===== src/rtl/tdma_pkg.sv =====
`timescale 1ns/1ps
package tdma_pkg;
  typedef enum logic {
    ST_IDLE = 1'b0,
    ST_RUN  = 1'b1
  } run_state_e;
endpackage


===== src/rtl/tdma_tick_gen.sv =====
`timescale 1ns/1ps
// Microtick to macrotick divider and global time counter.
module tdma_tick_gen #(
  parameter int DIV_W = 8,
  parameter int GT_W  = 16
) (
  input  logic             clk,
  input  logic             rst,
  input  logic             start,
  input  logic             run,
  input  logic [DIV_W-1:0] div_in,
  output logic             mt_fire,
  output logic             utick_o,
  output logic             mtick_o,
  output logic             ovf_o,
  output logic [GT_W-1:0]  gtime_o
);
  logic [DIV_W-1:0] div_q;
  logic [DIV_W-1:0] ucnt_q;

  // combinational fire so the sequencer advances on the same edge
  assign mt_fire = run && (ucnt_q == div_q - 1'b1);

  always_ff @(posedge clk) begin
    if (rst) begin
      div_q   <= DIV_W'(1);
      ucnt_q  <= '0;
      utick_o <= 1'b0;
      mtick_o <= 1'b0;
      ovf_o   <= 1'b0;
      gtime_o <= '0;
    end else if (start) begin
      div_q   <= (div_in == '0) ? DIV_W'(1) : div_in;
      ucnt_q  <= '0;
      utick_o <= 1'b0;
      mtick_o <= 1'b0;
      ovf_o   <= 1'b0;
      gtime_o <= '0;
    end else if (run) begin
      utick_o <= ~utick_o;
      ucnt_q  <= mt_fire ? '0 : ucnt_q + 1'b1;
      mtick_o <= mt_fire;
      ovf_o   <= mt_fire && (gtime_o == '1);
      if (mt_fire) gtime_o <= gtime_o + 1'b1;
    end
  end
endmodule


===== src/rtl/tdma_sched_table.sv =====
`timescale 1ns/1ps
// Schedule table: one write port, two asynchronous read ports.
module tdma_sched_table #(
  parameter int ADDR_W = 3,
  parameter int LEN_W  = 8,
  parameter int NODE_W = 4
) (
  input  logic              clk,
  input  logic              we,
  input  logic [ADDR_W-1:0] waddr,
  input  logic [LEN_W-1:0]  wlen,
  input  logic [NODE_W-1:0] wowner,
  input  logic [ADDR_W-1:0] raddr_a,
  output logic [LEN_W-1:0]  rlen_a,
  input  logic [ADDR_W-1:0] raddr_b,
  output logic [NODE_W-1:0] rowner_b
);
  localparam int DEPTH = 2 ** ADDR_W;

  logic [LEN_W-1:0]  len_mem   [DEPTH];
  logic [NODE_W-1:0] owner_mem [DEPTH];

  always_ff @(posedge clk) begin
    if (we) begin
      len_mem[waddr]   <= wlen;
      owner_mem[waddr] <= wowner;
    end
  end

  assign rlen_a   = len_mem[raddr_a];
  assign rowner_b = owner_mem[raddr_b];
endmodule


===== src/rtl/tdma_slot_seq.sv =====
`timescale 1ns/1ps
// Slot / round sequencer: counts macroticks inside a slot and steps indices.
module tdma_slot_seq #(
  parameter int SLOT_W  = 2,
  parameter int ROUND_W = 1,
  parameter int LEN_W   = 8
) (
  input  logic                       clk,
  input  logic                       rst,
  input  logic                       start,
  input  logic                       mt_fire,
  input  logic [LEN_W-1:0]           cur_len,
  output logic [SLOT_W+ROUND_W-1:0]  cur_idx,
  output logic [SLOT_W+ROUND_W-1:0]  nxt_idx,
  output logic [SLOT_W-1:0]          slot_o,
  output logic [ROUND_W-1:0]         round_o
);
  logic [LEN_W-1:0]   mcnt_q;
  logic [LEN_W-1:0]   len_eff;
  logic               slot_end;
  logic [SLOT_W-1:0]  nxt_slot;
  logic [ROUND_W-1:0] nxt_round;

  assign len_eff  = (cur_len == '0) ? LEN_W'(1) : cur_len;
  assign slot_end = mt_fire && (mcnt_q == len_eff - 1'b1);

  always_comb begin
    nxt_slot  = slot_o;
    nxt_round = round_o;
    if (start) begin
      nxt_slot  = '0;
      nxt_round = '0;
    end else if (slot_end) begin
      nxt_slot = slot_o + 1'b1;
      if (slot_o == '1) nxt_round = round_o + 1'b1;
    end
  end

  assign cur_idx = {round_o, slot_o};
  assign nxt_idx = {nxt_round, nxt_slot};

  always_ff @(posedge clk) begin
    if (rst) begin
      slot_o  <= '0;
      round_o <= '0;
      mcnt_q  <= '0;
    end else begin
      slot_o  <= nxt_slot;
      round_o <= nxt_round;
      if (start || slot_end) mcnt_q <= '0;
      else if (mt_fire)      mcnt_q <= mcnt_q + 1'b1;
    end
  end
endmodule


===== src/rtl/tdma_sched_top.sv =====
`timescale 1ns/1ps
module tdma_sched_top #(
  parameter int SLOT_W  = 2,
  parameter int ROUND_W = 1,
  parameter int LEN_W   = 8,
  parameter int NODE_W  = 4,
  parameter int DIV_W   = 8,
  parameter int GT_W    = 16
) (
  input  logic                      clk,
  input  logic                      rst,
  input  logic                      cfg_done,
  input  logic                      cfg_we,
  input  logic [SLOT_W+ROUND_W-1:0] cfg_addr,
  input  logic [LEN_W-1:0]          cfg_len,
  input  logic [NODE_W-1:0]         cfg_owner,
  input  logic [DIV_W-1:0]          cfg_div,
  input  logic [NODE_W-1:0]         node_id,
  output logic                      utick_o,
  output logic                      mtick_o,
  output logic                      ovf_o,
  output logic                      tx_en_o,
  output logic [SLOT_W-1:0]         slot_o,
  output logic [ROUND_W-1:0]        round_o,
  output logic [GT_W-1:0]           gtime_o
);
  import tdma_pkg::*;

  localparam int ADDR_W = SLOT_W + ROUND_W;

  run_state_e        st_q;
  logic              run_q;
  logic              start;
  logic              tab_we;
  logic              mt_fire;
  logic [NODE_W-1:0] local_id_q;
  logic [ADDR_W-1:0] cur_idx;
  logic [ADDR_W-1:0] nxt_idx;
  logic [LEN_W-1:0]  cur_len;
  logic [NODE_W-1:0] nxt_owner;

  assign run_q  = (st_q == ST_RUN);
  assign start  = (st_q == ST_IDLE) && cfg_done;
  assign tab_we = cfg_we && !run_q && !cfg_done;

  always_ff @(posedge clk) begin
    if (rst) begin
      st_q       <= ST_IDLE;
      local_id_q <= '0;
    end else if (start) begin
      st_q       <= ST_RUN;
      local_id_q <= node_id;
    end
  end

  tdma_tick_gen #(.DIV_W(DIV_W), .GT_W(GT_W)) u_tick (
    .clk     (clk),
    .rst     (rst),
    .start   (start),
    .run     (run_q),
    .div_in  (cfg_div),
    .mt_fire (mt_fire),
    .utick_o (utick_o),
    .mtick_o (mtick_o),
    .ovf_o   (ovf_o),
    .gtime_o (gtime_o)
  );

  tdma_sched_table #(.ADDR_W(ADDR_W), .LEN_W(LEN_W), .NODE_W(NODE_W)) u_tab (
    .clk      (clk),
    .we       (tab_we),
    .waddr    (cfg_addr),
    .wlen     (cfg_len),
    .wowner   (cfg_owner),
    .raddr_a  (cur_idx),
    .rlen_a   (cur_len),
    .raddr_b  (nxt_idx),
    .rowner_b (nxt_owner)
  );

  tdma_slot_seq #(.SLOT_W(SLOT_W), .ROUND_W(ROUND_W), .LEN_W(LEN_W)) u_seq (
    .clk     (clk),
    .rst     (rst),
    .start   (start),
    .mt_fire (mt_fire),
    .cur_len (cur_len),
    .cur_idx (cur_idx),
    .nxt_idx (nxt_idx),
    .slot_o  (slot_o),
    .round_o (round_o)
  );

  // transmit window follows the owner of the entry the indices move to
  always_ff @(posedge clk) begin
    if (rst) tx_en_o <= 1'b0;
    else     tx_en_o <= (start || run_q) &&
                        (nxt_owner == (start ? node_id : local_id_q));
  end
endmodule


===== config.mk =====
export PLATFORM = sky130hd
export DESIGN_NAME = tdma_sched_top
export DESIGN_NICKNAME = d
export VERILOG_FILES = /design/src/rtl/tdma_pkg.sv /design/src/rtl/tdma_tick_gen.sv /design/src/rtl/tdma_sched_table.sv /design/src/rtl/tdma_slot_seq.sv /design/src/rtl/tdma_sched_top.sv
export SDC_FILE = /design/constraint.sdc
export NUM_CORES = 1
export LEC_CHECK = 0
export ABC_AREA = 1
export ABC_CLOCK_PERIOD_IN_PS = 2900
export BUFFER_PORTS_ARGS = -buffer_cell sky130_fd_sc_hd__buf_2
export CORE_MARGIN = 4
export CORE_UTILIZATION = 54
export CTS_CLUSTER_DIAMETER = 150
export DETAILED_ROUTE_END_ITERATION = 10
export GPL_ROUTABILITY_DRIVEN = 0
export PLACE_DENSITY = 0.76
export SLEW_MARGIN = 20
export SYNTH_ARGS = -nofsm -noshare
export SYNTH_HDL_FRONTEND = slang
export SYNTH_SLANG_ARGS = --single-unit

===== constraint.sdc =====
create_clock -name clk -period 2.9 [get_ports clk]
set_input_delay 0.435 -clock clk [delete_from_list [all_inputs] [get_ports clk]]
set_output_delay 0.435 -clock clk [all_outputs]
set_load 0.05 [all_outputs]

# Word level (Yosys, flattened, before mapping)
# Memory sizes are Yosys's and may differ from the RTL's. A register that Yosys moved wholly into a read port is not among the register bits.
# Index checks and enable logic that the tools add are counted.
# totals
input_bits	31
ramBits	96
wordCells	56
memories	2
out_inout_bits	23
ff_bits	52
# classes
n_mux	12
reduce_logical	16
n_bitwise	2
n_addsub	7
eq_ne	5
# memory_table
memory	words	width	rd	rd_clocked_by_memory_dff	wr	line	source
u_tab.len_mem	8	8	1	1	1	tdma_sched_table.sv:20	logic [LEN_W-1:0] len_mem [DEPTH];
u_tab.owner_mem	8	4	1	0	1	tdma_sched_table.sv:21	logic [NODE_W-1:0] owner_mem [DEPTH];
# ops
operator	count
8-bit two-way mux	3
16-bit by 1-bit adder with 16-bit output, second input constant	1
8-bit by 1-bit adder with 8-bit output, second input constant	2
16-bit == test, second input constant	1
8-bit == test	2
8-bit zero test	2
8-bit by 1-bit subtractor with 8-bit output, second input constant	2
1-bit logical AND	7
1-bit two-way mux	5
4-bit == test	1
2-bit two-way mux	2
4-bit two-way mux	1
2-bit OR reduction	2
3-bit two-way mux	1
2-bit by 1-bit adder with 2-bit output, second input constant	1
2-bit == test, second input constant	1
1-bit zero test	2
1-bit logical OR	2
1-bit inverter	2
2-bit AND reduction	1
1-bit adder, second input constant	1

# Depth between registers and ports, before layout
# An unclocked memory read counts as a cell.
# logic_depth
ltp_word	10
depth_mapped	33
mapped_depth_nobuf	31

# Modules after synthesis
# Synthesis repeated with hierarchy kept, for this count alone.
# unflattened
hier_cells	907
hier_area_um2	7589.8
# modules_own_cells
mod	cells_per_inst	instances	area_each_um2	seq_area_each_um2
tdma_sched_table	434	1	4304.1	2882.8
tdma_tick_gen	285	1	1980.6	700.7
tdma_slot_seq	143	1	988.4	220.2
tdma_sched_top	45	1	316.6	120.1

# Worst setup path before layout
# No wires, ideal clock.
# synth_timing
path_type	reg-to-reg
startpoint	reg u_seq.slot_o[1]
endpoint	reg tx_en_o
t_required_ns	2.782
setup_time_ns	0.118
synth_period_minus_slack_ns	3.599
path_slack_ns	-0.699
n_path_buf	3
stages_incl_launch_ff	28
arrival_time_ns	3.481
path_cell_list	dfxtp_1 > buf_4 > inv_2 > buf_4 > nand3_1 > nand3_1 > nand2_1 > nand2_2 > nor2_4 > nand2_4 > nand2_1 > inv_1 > ha_1 > xor2_1 > nand2_1 > nor2_1 > nand3_1 > nor2_2 > nand4_2 > nand3_4 > buf_6 > nand2_1 > nand3_1 > nand3_1 > nand2_1 > nand2_1 > o211ai_1 > nor2_1
# synth_via
elab_chain_len	7
elab_cells_between_ends	10
classes_between	add/sub (1); eq/ne (2); mux (5); reduce/logical (1); memory (1)
# synth_lines
element	line	source
from (decl)	tdma_slot_seq.sv:15	output logic [SLOT_W-1:0] slot_o,
from (signal assigned)	tdma_slot_seq.sv:48	slot_o <= nxt_slot;
2-bit == test	tdma_slot_seq.sv:35	if (slot_o == '1) nxt_round = round_o + 1'b1;
1-bit two-way mux	tdma_slot_seq.sv:35	
1-bit two-way mux	tdma_slot_seq.sv:33	end else if (slot_end) begin
1-bit two-way mux	tdma_slot_seq.sv:30	if (start) begin
memory 8 x 4 bit (*)	-	
4-bit == test (*)	tdma_sched_top.sv:97	(nxt_owner == (start ? node_id : local_id_q));
1-bit logical AND (*)	tdma_sched_top.sv:96	else tx_en_o <= (start || run_q) &&
to (signal assigned)	tdma_sched_top.sv:96	
to (decl)	tdma_sched_top.sv:22	output logic tx_en_o,
# Every way passes the cells marked *; elsewhere a longest branch is shown, timed or not.
# A chain may end at the register's enable or synchronous reset.

# Worst setup path in the final report
# layout_timing
startpoint	reg u_seq.slot_o[0]
endpoint	reg tx_en_o
# The elaborated chain is that of the path after synthesis.

==> flow_summary.json <==
{
  "crit_slowest_cell": "dfxtp_4",
  "status": "complete, but fails checks",
  "max-clock-path-buffers": 2,
  "dp_cells": 1017,
  "cpPeakStageDelay_ns": 0.39,
  "final.period_utilization": 1.27,
  "drt_pass1_iterations": 6,
  "crit_buf_inv": 4,
  "initial_utilization": 0.549,
  "drt_iter0_drc": 690,
  "yosysTopAreaCell": "edfxtp_1",
  "syn_to_final_growth_pct": 31.3,
  "die_area_sq_um": 14600,
  "cp_max_fo": 15,
  "worst-setup-path-type": "reg2reg",
  "core_region_area_sq_um": 12600,
  "finClkSkew_ns": 0.0129,
  "final_util": 0.720,
  "cts_inserted_buffers": 17,
  "ir_worst_vdd_uv": 643,
  "drt-wirelength-per-cell_um": 17.1,
  "hp-class": "in2reg",
  "grt_first_pass_wirelength_um": 27200,
  "vias": 6065,
  "cp-start-kind": "flip-flop",
  "fin_area_sq_um": 9050,
  "syn_inst": 763,
  "synth_area_sq_um": 6900,
  "fin_nets": 937,
  "rsz0062_at_grt": "yes",
  "syn_area_per_cell_sq_um": 9.04,
  "ys_types": 42,
  "yosys.area.top_type_share": 0.418,
  "synth_most_common_cell": "nand2_1",
  "synth_ff_type": "edfxtp_1",
  "pin_count": 54,
  "die_w_um": 121,
  "final-setup-viol-count": 14,
  "yosys_warnings": 0,
  "h-tree-depth": 4,
  "grt_max_degree": 26,
  "max_cap_violations": 0,
  "synthArstFlopShare": 0,
  "cpMostUsedCell": "nand2_1",
  "hold_ws_ns": 0.237,
  "dpl.hpwl_um": 10800,
  "grt_util_all_layers": 0.238,
  "cts_num_sinks": 148,
  "drive_gt1_frac": 0.321,
  "synth_nets": 800,
  "yosys-top-cells-count": "nand2_1, inv_1, edfxtp_1",
  "synth_edf_count": 96,
  "setup_slack_ns": -0.790,
  "slew_viol_final": 0,
  "grt_pass1_vias": 5745,
  "gr-total-overflow": 0,
  "p_leak_nw": 3.81,
  "routed_wl_um": 18500,
  "synth_area_leaders": "edfxtp_1, dfxtp_1, nand2_1, nand3_1, inv_1",
  "cts_hold_buffers": 0,
  "route.met2.wl_um": 9410,
  "p_per_area_nw_per_um2": 519,
  "synth-seq-cells": 148,
  "worst_ep_required_time_ns": 3.23,
  "met1_length_um": 7170,
  "violations": "negative setup slack",
  "antenna-diode-count": 0,
  "route.detailed.drc": 0,
  "fmax_mhz": 271,
  "ant_nets": 0,
  "clkTransAtPathRegs_ns": 0.07,
  "dr.max_layer_used": "met4",
  "finalHoldViolations": 0,
  "clock_latency_ns": 0.43,
  "antenna_found_initial": 0,
  "tightest_slew_ns": 1.04,
  "vias_per_cell": 5.59,
  "cp_top_family": "simple AND/OR/NAND/NOR gates",
  "portBuffers": 53,
  "min_period_ns": 3.69,
  "final.setup.tns_ns": -2.68,
  "final_cells": 1085,
  "die_y_um": 121,
  "dr_wl_met3_um": 1360,
  "maxSlewHeadroom": 0.302,
  "placed_area_sq_um": 7670,
  "cts_root_buf": "clkbuf_16",
  "end_kind": "flip-flop",
  "num_rows": 41,
  "synth-seq-area-share": 0.569,
  "arrival_ns": 4.02,
  "cts_tree": "built"
}
[metrics by stage]
| stage | total power (W) | setup slack, ns |
|---|---|---|
| 3_3_place_gp | 0.00252 | -0.354 |
| 6_report | 0.00470 | -0.790 |
| 5_1_grt | 0.00484 | -0.931 |
| 3_5_place_dp | 0.00253 | -0.473 |
| 2_1_floorplan | 0.00245 | -0.368 |
| 4_1_cts | 0.00468 | -0.436 |
[flip-flops by register name, indices dropped and copies added, names as in the netlist]
| register | flops |
|---|---|
| local_id_q | 4 |
| u_tab.owner_mem | 32 |
| u_tick.ovf_o | 1 |
| run_q | 1 |
| u_tab.len_mem | 64 |
| u_tick.div_q | 8 |
| u_tick.ucnt_q | 8 |
| tx_en_o | 1 |
| u_seq.slot_o | 2 |
| u_tick.gtime_o | 16 |
| u_tick.mtick_o | 1 |
| u_seq.mcnt_q | 8 |
| u_seq.round_o | 1 |
| u_tick.utick_o | 1 |
[cell type report]
type	instances	area, sq um
Clock buffer	18	429
Tap cell	172	215
Clock inverter	14	150
Timing Repair inverter	2	18.8
Multi-Input combinational cell	480	2820
Sequential cell	148	3940
Timing Repair Buffer	137	1020
Fill cell	835	3520
Inverter	114	455
[worst reg2reg max path: cells and delay by family (launching register included)]
family / cells / cell delay (ns)
buffers and inverters: 4 / 0.50
AO/OA/AOI/OAI: 1 / 0.08
XOR/XNOR: 1 / 0.15
adder cells (fa/ha/maj): 1 / 0.25
AND/OR/NAND/NOR: 22 / 2.22
flip-flops: 1 / 0.39
[metal layers]
metal  vias to the layer above  global-route usage
met1                      2896               0.285
li1                       2794                   -
met2                       311               0.413
met5                         -                   0
met3                        64              0.0536
met4                         0               0.103
[power by group]
group | switching [W] | internal (W) | total [W] | leakage, nW
Clock | 0.000911 | 0.00127 | 0.00219 | 0.275
Combinational | 0.000152 | 0.0000777 | 0.000230 | 2.25
Sequential | 0.0000160 | 0.00227 | 0.00228 | 1.29
[kinds of logic (layout without fill, tap and decap cells)]
kind of cell	after synthesis	count (layout)	share of synthesized area
AOI/OAI and AO/OA	51	51	0.0423
xor gates and xnor gates	18	18	0.0229
adders and majority gates	6	6	0.0109
buffers and inverters	135	285	0.0847
DFF	148	148	0.569
muxes	2	2	0.00290
and+or+nand+nor	403	403	0.267
[layout by cell type (no fill, tap or decap), types with 21 or more instances in the layout]
cell type,synthesis,routed
nand2_2,5,29
nand3_1,94,59
nand3_2,0,32
buf_4,4,68
buf_2,4,53
nand4_1,21,21
inv_1,107,102
dfxtp_1,52,48
edfxtp_1,96,96
nand2_1,192,165
nor2_1,54,45
[path summary, 6_finish.rpt]
kind	from	end	slack (ns)	depth (start not counted)
max	u_seq.slot_o[0]	tx_en_o	-0.79	29
min	cfg_div[4]	u_tick.div_q[4]	0.24	2
max reg2reg	u_seq.slot_o[0]	tx_en_o	-0.79	29
min reg2reg	u_tick.gtime_o[10]	u_tick.gtime_o[10]	0.49	2
[repair_timing]
action | CTS | global route
gates cloned | 2 | 1
pin swaps | 14 | 53
endpoints found under the setup margin | 8 | 22
resized for setup | 32 | 95
setup buffers | 16 | 18
No activity file was read; power rests on OpenSTA's default activity.
